[config.mk]
export PLATFORM = sky130hd
export DESIGN_NAME = sreg_irq_bank
export DESIGN_NICKNAME = d
export VERILOG_FILES = /design/src/rtl/sreg_pkg.sv /design/src/rtl/sreg_bank.sv /design/src/rtl/sreg_host_port.sv /design/src/rtl/sreg_irq_merge.sv /design/src/rtl/sreg_irq_bank.sv
export SDC_FILE = /design/constraint.sdc
export NUM_CORES = 1
export LEC_CHECK = 0
export BUFFER_PORTS_ARGS = -buffer_cell sky130_fd_sc_hd__buf_2
export CORE_ASPECT_RATIO = 0.8
export CORE_MARGIN = 3
export CORE_UTILIZATION = 43
export DETAILED_ROUTE_END_ITERATION = 10
export PLACE_DENSITY_LB_ADDON = 0.05
export SLEW_MARGIN = 20
export SYNTH_ARGS = -nofsm -noshare
export SYNTH_HDL_FRONTEND = slang
export SYNTH_SLANG_ARGS = --single-unit
[constraint.sdc]
create_clock -name clk -period 2.23 [get_ports clk]
set_input_delay 0.669 -clock clk [delete_from_list [all_inputs] [get_ports clk]]
set_output_delay 0.669 -clock clk [all_outputs]
set_load 0.02 [all_outputs]
[src/rtl/sreg_pkg.sv]
package sreg_pkg;
  localparam int NUM_REGS = 5;
  localparam int ADDR_W   = $clog2(NUM_REGS);

  typedef enum logic [ADDR_W-1:0] {
    A_STAT_A = 3'd0,
    A_STAT_B = 3'd1,
    A_STAT_I = 3'd2,
    A_MASK_A = 3'd3,
    A_MASK_B = 3'd4
  } sreg_addr_e;
endpackage

[src/rtl/sreg_bank.sv]
module sreg_bank #(
  parameter int DW = 8,
  parameter logic [DW-1:0] ALARM_BITS = '0
) (
  input  logic          clk,
  input  logic          rst_n,
  input  logic [DW-1:0] cond,
  input  logic          wr_stat,
  input  logic [DW-1:0] wdata,
  input  logic [DW-1:0] irq_en,
  output logic [DW-1:0] snap,
  output logic [DW-1:0] lat,
  output logic [DW-1:0] pend
);
  logic [DW-1:0] lat_q, snap_q, pend_q;
  logic [DW-1:0] lat_d, snap_d, pend_d;
  logic [DW-1:0] clr, chg;

  // Per-bit source kind: alarms interrupt on any level change, events on the pulse.
  for (genvar b = 0; b < DW; b++) begin : g_bit
    if (ALARM_BITS[b]) begin : g_alarm
      logic prev;
      always_ff @(posedge clk) begin
        if (!rst_n) prev <= 1'b0;
        else        prev <= cond[b];
      end
      assign chg[b] = cond[b] ^ prev;
    end else begin : g_event
      assign chg[b] = cond[b];
    end
  end

  always_comb begin
    clr    = wr_stat ? (snap_q & wdata) : '0;
    lat_d  = cond | (lat_q & ~clr);
    pend_d = (chg & irq_en) | (pend_q & ~clr);
    snap_d = snap_q;
    for (int i = 0; i < DW; i++) begin
      if (wr_stat && wdata[i]) snap_d[i] = lat_d[i];
    end
  end

  always_ff @(posedge clk) begin
    if (!rst_n) begin
      lat_q  <= '0;
      snap_q <= '0;
      pend_q <= '0;
    end else begin
      lat_q  <= lat_d;
      snap_q <= snap_d;
      pend_q <= pend_d;
    end
  end

  assign snap = snap_q;
  assign lat  = lat_q;
  assign pend = pend_q & irq_en;
endmodule

[src/rtl/sreg_host_port.sv]
module sreg_host_port
  import sreg_pkg::*;
#(
  parameter int DW = 8
) (
  input  logic              clk,
  input  logic              rst_n,
  input  logic [ADDR_W-1:0] bus_addr,
  input  logic              bus_wr,
  input  logic              bus_rd,
  input  logic [DW-1:0]     bus_wdata,
  input  logic [DW-1:0]     snap_a,
  input  logic [DW-1:0]     snap_b,
  input  logic [DW-1:0]     snap_i,
  output logic              wr_stat_a,
  output logic              wr_stat_b,
  output logic              wr_stat_i,
  output logic [DW-1:0]     en_a,
  output logic [DW-1:0]     en_b,
  output logic [DW-1:0]     bus_rdata
);
  logic [DW-1:0] rd_mux;

  assign wr_stat_a = bus_wr && (bus_addr == A_STAT_A);
  assign wr_stat_b = bus_wr && (bus_addr == A_STAT_B);
  assign wr_stat_i = bus_wr && (bus_addr == A_STAT_I);

  always_comb begin
    case (bus_addr)
      A_STAT_A: rd_mux = snap_a;
      A_STAT_B: rd_mux = snap_b;
      A_STAT_I: rd_mux = snap_i;
      A_MASK_A: rd_mux = en_a;
      A_MASK_B: rd_mux = en_b;
      default:  rd_mux = '0;
    endcase
  end

  always_ff @(posedge clk) begin
    if (!rst_n) begin
      en_a      <= '0;
      en_b      <= '0;
      bus_rdata <= '0;
    end else begin
      if (bus_wr && bus_addr == A_MASK_A) en_a <= bus_wdata;
      if (bus_wr && bus_addr == A_MASK_B) en_b <= bus_wdata;
      if (bus_rd) bus_rdata <= rd_mux;
    end
  end
endmodule

[src/rtl/sreg_irq_merge.sv]
module sreg_irq_merge #(
  parameter int DW   = 8,
  parameter int NSRC = 3
) (
  input  logic [NSRC-1:0][DW-1:0] pend,
  output logic                    irq_n
);
  logic [NSRC-1:0] any_src;

  for (genvar s = 0; s < NSRC; s++) begin : g_src
    assign any_src[s] = |pend[s];
  end

  assign irq_n = ~(|any_src);
endmodule

[src/rtl/sreg_irq_bank.sv]
module sreg_irq_bank
  import sreg_pkg::*;
#(
  parameter int DW = 8,
  parameter logic [DW-1:0] ALARM_A = 8'h0F,
  parameter logic [DW-1:0] ALARM_B = 8'h81,
  parameter logic [DW-1:0] ALARM_I = 8'hF0
) (
  input  logic              clk,
  input  logic              rst_n,
  input  logic [ADDR_W-1:0] bus_addr,
  input  logic              bus_wr,
  input  logic              bus_rd,
  input  logic [DW-1:0]     bus_wdata,
  output logic [DW-1:0]     bus_rdata,
  input  logic [DW-1:0]     cond_a,
  input  logic [DW-1:0]     cond_b,
  input  logic [DW-1:0]     cond_info,
  output logic              irq_n
);
  localparam int NSRC = 3;

  logic          wr_stat_a, wr_stat_b, wr_stat_i;
  logic [DW-1:0] en_a, en_b;
  logic [DW-1:0] snap_a, snap_b, snap_i;
  logic [DW-1:0] lat_a, lat_b, lat_i;
  logic [DW-1:0] pend_a, pend_b, pend_i;
  logic [NSRC-1:0][DW-1:0] pend_all;

  sreg_host_port #(.DW(DW)) u_port (
    .clk(clk), .rst_n(rst_n), .bus_addr(bus_addr), .bus_wr(bus_wr),
    .bus_rd(bus_rd), .bus_wdata(bus_wdata), .snap_a(snap_a),
    .snap_b(snap_b), .snap_i(snap_i), .wr_stat_a(wr_stat_a),
    .wr_stat_b(wr_stat_b), .wr_stat_i(wr_stat_i), .en_a(en_a),
    .en_b(en_b), .bus_rdata(bus_rdata)
  );

  sreg_bank #(.DW(DW), .ALARM_BITS(ALARM_A)) u_bank_a (
    .clk(clk), .rst_n(rst_n), .cond(cond_a), .wr_stat(wr_stat_a),
    .wdata(bus_wdata), .irq_en(en_a), .snap(snap_a), .lat(lat_a),
    .pend(pend_a)
  );

  sreg_bank #(.DW(DW), .ALARM_BITS(ALARM_B)) u_bank_b (
    .clk(clk), .rst_n(rst_n), .cond(cond_b), .wr_stat(wr_stat_b),
    .wdata(bus_wdata), .irq_en(en_b), .snap(snap_b), .lat(lat_b),
    .pend(pend_b)
  );

  // Information register: enables tied off, so it can never interrupt.
  sreg_bank #(.DW(DW), .ALARM_BITS(ALARM_I)) u_bank_i (
    .clk(clk), .rst_n(rst_n), .cond(cond_info), .wr_stat(wr_stat_i),
    .wdata(bus_wdata), .irq_en('0), .snap(snap_i), .lat(lat_i),
    .pend(pend_i)
  );

  assign pend_all = {pend_i, pend_b, pend_a};

  sreg_irq_merge #(.DW(DW), .NSRC(NSRC)) u_merge (
    .pend(pend_all), .irq_n(irq_n)
  );
endmodule

==> run_results.csv <==
group,metric,value,unit
layout,drive_gt1_frac,0.193,
critical_path,worstPathArrival,1.52,ns
die,row_count,31,
clocking,clk_latency,0.34,ns
sta,finalCritPeriodShare,0.984,
sta,rsz0062_at_grt,"true",
synthesis,synth_seq_area_share,0.445,
layout,finalNetCount,551,
pwr,static-leakage-power,1.85,nW
critical_path,r2r_cells,3,
pwr,ir_worst_vdd,0.420,mV
critical_path,start_kind,"register",
clocking,clk_pin_slew,0.06,ns
sta,fin_skew,0.00351,ns
clocking,clock-root-buffer,"clkbuf_16",
place,port_buffers,47,
critical_path,worstPathMaxFanout,5,
global_routing,grt_first_pass_wirelength,17600,microns
route,dr.first_iter.drc_count,277,
die,dieWidth,117,microns
sta,report.final.slew_viol_count,0,
synthesis,syn_nets,515,
clocking,clockBufferDepth,2,
sta,holdWs,0.456,ns
status,status,"completed",
route,wl_per_cell,17.2,microns
synthesis,syn_inst,476,
global_routing,overflow,0,
sta,setup_viol,0,
sta,max_freq,0.456,GHz
route,vias,3608,
clocking,cts_max_level,3,
critical_path,cp.required,1.56,ns
die,io_pins,48,
place,hpwl,7800,microns
clocking,cts_sinks,94,
synthesis,synth_area,0.00423,sq mm
place,gp_congestion,0.794,
critical_path,criticalPathCategory,"reg -> out",
pwr,finalPower,3.72,mW
die,coreArea,0.00931,sq mm
flow_run,cap_violations,0,
place,post_dp_cell_area,0.00454,sq mm
sta,worst_slack,0.0364,ns
route,via_per_inst,5.71,
die,start_util,0.454,
clocking,cts_hold_buffers,0,
layout,diodes,0,
die,fp.dieH,94.7,microns
synthesis,post_synth.cell_area_avg,8.88,sq um
place,pre_cts_ws,0.253,ns
route,drc,0,
clocking,cts_tree,"done",
layout,n_fill_cell,910,
clocking,cts_buffers,9,
synthesis,synth_cell_types,35,
critical_path,end_kind,"primary output",
sta,slew_headroom,0.710,
synthesis,synth_seq_cells,94,
global_routing,grt_pass1_vias,3422,
route,drt_wl_total,10900,microns
layout,area_growth,15.9,%
route,dr.pass1.iters,5,
die,die_area,0.0111,sq mm
layout,layout_commonest_cell,"dfxtp_1",
global_routing,grt_usage,0.206,
synthesis,yosysWarnings,0,
sta,tightest_slew,0.433,ns
sta,hold_viol,0,
pwr,powerDensity,759,mW/mm^2
hold_path,min_path_type,"reg -> reg",
global_routing,antenna_found_initial,0,
route,ant_nets,0,
global_routing,grt_max_degree,26,
sta,period_needed,2.19,ns
hold_path,worstHoldPathCells,2,
layout,final_cell_area,0.00490,sq mm
layout,final_cell_mix,"89 x dfxtp_1, 84 x a21oi_1, 46 x buf_2, 40 x nand2_1, 38 x inv_1",
synth_stat cells, drive strengths merged:
cell | n | share of area
and4b | 1 | 0.0024
nor4bb | 1 | 0.0024
a2bb2oi | 8 | 0.017
nor4b | 1 | 0.0056
buf | 18 | 0.033
nand4b | 1 | 0.0021
nand2 | 40 | 0.036
a21oi | 84 | 0.099
dfxtp | 94 | 0.45
a41oi | 14 | 0.029
nand2b | 1 | 0.0015
and3 | 10 | 0.015
o21ai | 29 | 0.034
a22o | 4 | 0.0083
nor2 | 9 | 0.0080
a221oi | 4 | 0.0083
nor3b | 1 | 0.0044
and2 | 6 | 0.0089
a311oi | 30 | 0.064
xor2 | 6 | 0.012
a211oi | 8 | 0.014
and4bb | 2 | 0.0059
o21bai | 6 | 0.011
mux2 | 8 | 0.021
and4 | 1 | 0.0021
mux2i | 16 | 0.038
inv | 39 | 0.035
clkbuf | 16 | 0.014
nand3 | 10 | 0.012
nor2b | 8 | 0.012
cell type report:
class | instances | area (sq um) | area share
tap | 115 | 144 | 0.0294
clock buffer | 13 | 280 | 0.0572
clock inverter | 3 | 40.0 | 0.00817
inverter | 39 | 146 | 0.0299
timing repair buffer | 59 | 357 | 0.0728
sequential | 94 | 1890 | 0.385
multi-input combinational | 309 | 2040 | 0.417
repair_timing:
action                     in CTS  in global routing
gates resized for setup         5                  7
setup endpoints to repair       1                  1
buffers inserted                0                  0
pin swaps                       1                  1
cloned                          0                  0
per-stage QoR:
| step | std cells | TNS (ns) | utilization |
|---|---|---|---|
| after floorplan | 476 | 0 | - |
| after global placement | 616 | 0 | 0.488 |
| after detailed placement | 616 | 0 | 0.488 |
| after CTS | 632 | 0 | 0.524 |
| after global routing | 632 | -0.0379 | 0.526 |
| final | 632 | 0 | 0.526 |
power breakdown:
part / total [mW] / internal, mW / leakage [nW] / switching, mW
logic: 0.313 / 0.126 / 0.921 / 0.187
clock network: 1.62 / 0.988 / 0.162 / 0.633
registers: 1.78 / 1.74 / 0.771 / 0.0418
total: 3.72 / 2.86 / 1.85 / 0.861
critical path: stages (launching register included):
cell	delay (ns)
dfxtp_2	0.34
a22o_1	0.23
a221oi_2	0.22
and4_4	0.28
buf_6	0.12
layer usage:
metal | track usage | part of all wire | vias to the layer above
met4 | 0.0678 | 0.016 | 0
met2 | 0.318 | 0.46 | 87
met3 | 0.0410 | 0.040 | 15
met1 | 0.288 | 0.49 | 1688
li1 | - | - | 1818
met5 | 0 | 0 | -
final timing paths:
path	start	end	slack, ns
setup / recovery	u_port.en_b[2]	irq_n	0.04
setup reg to reg	u_port.en_a[3]	u_port.bus_rdata[3]	1.23
hold / removal	u_bank_a.lat[2]	u_bank_a.lat[2]	0.46
hold reg to reg	u_bank_a.lat[2]	u_bank_a.lat[2]	0.46
kinds of logic after synthesis:
family / count (synthesis) / synth area share
compound gates: 187 / 0.284
flops: 94 / 0.445
simple gates: 92 / 0.117
buf+inv: 73 / 0.0817
mux: 24 / 0.0592
xor+xnor: 6 / 0.0124
(Power assumes the default switching activity.)
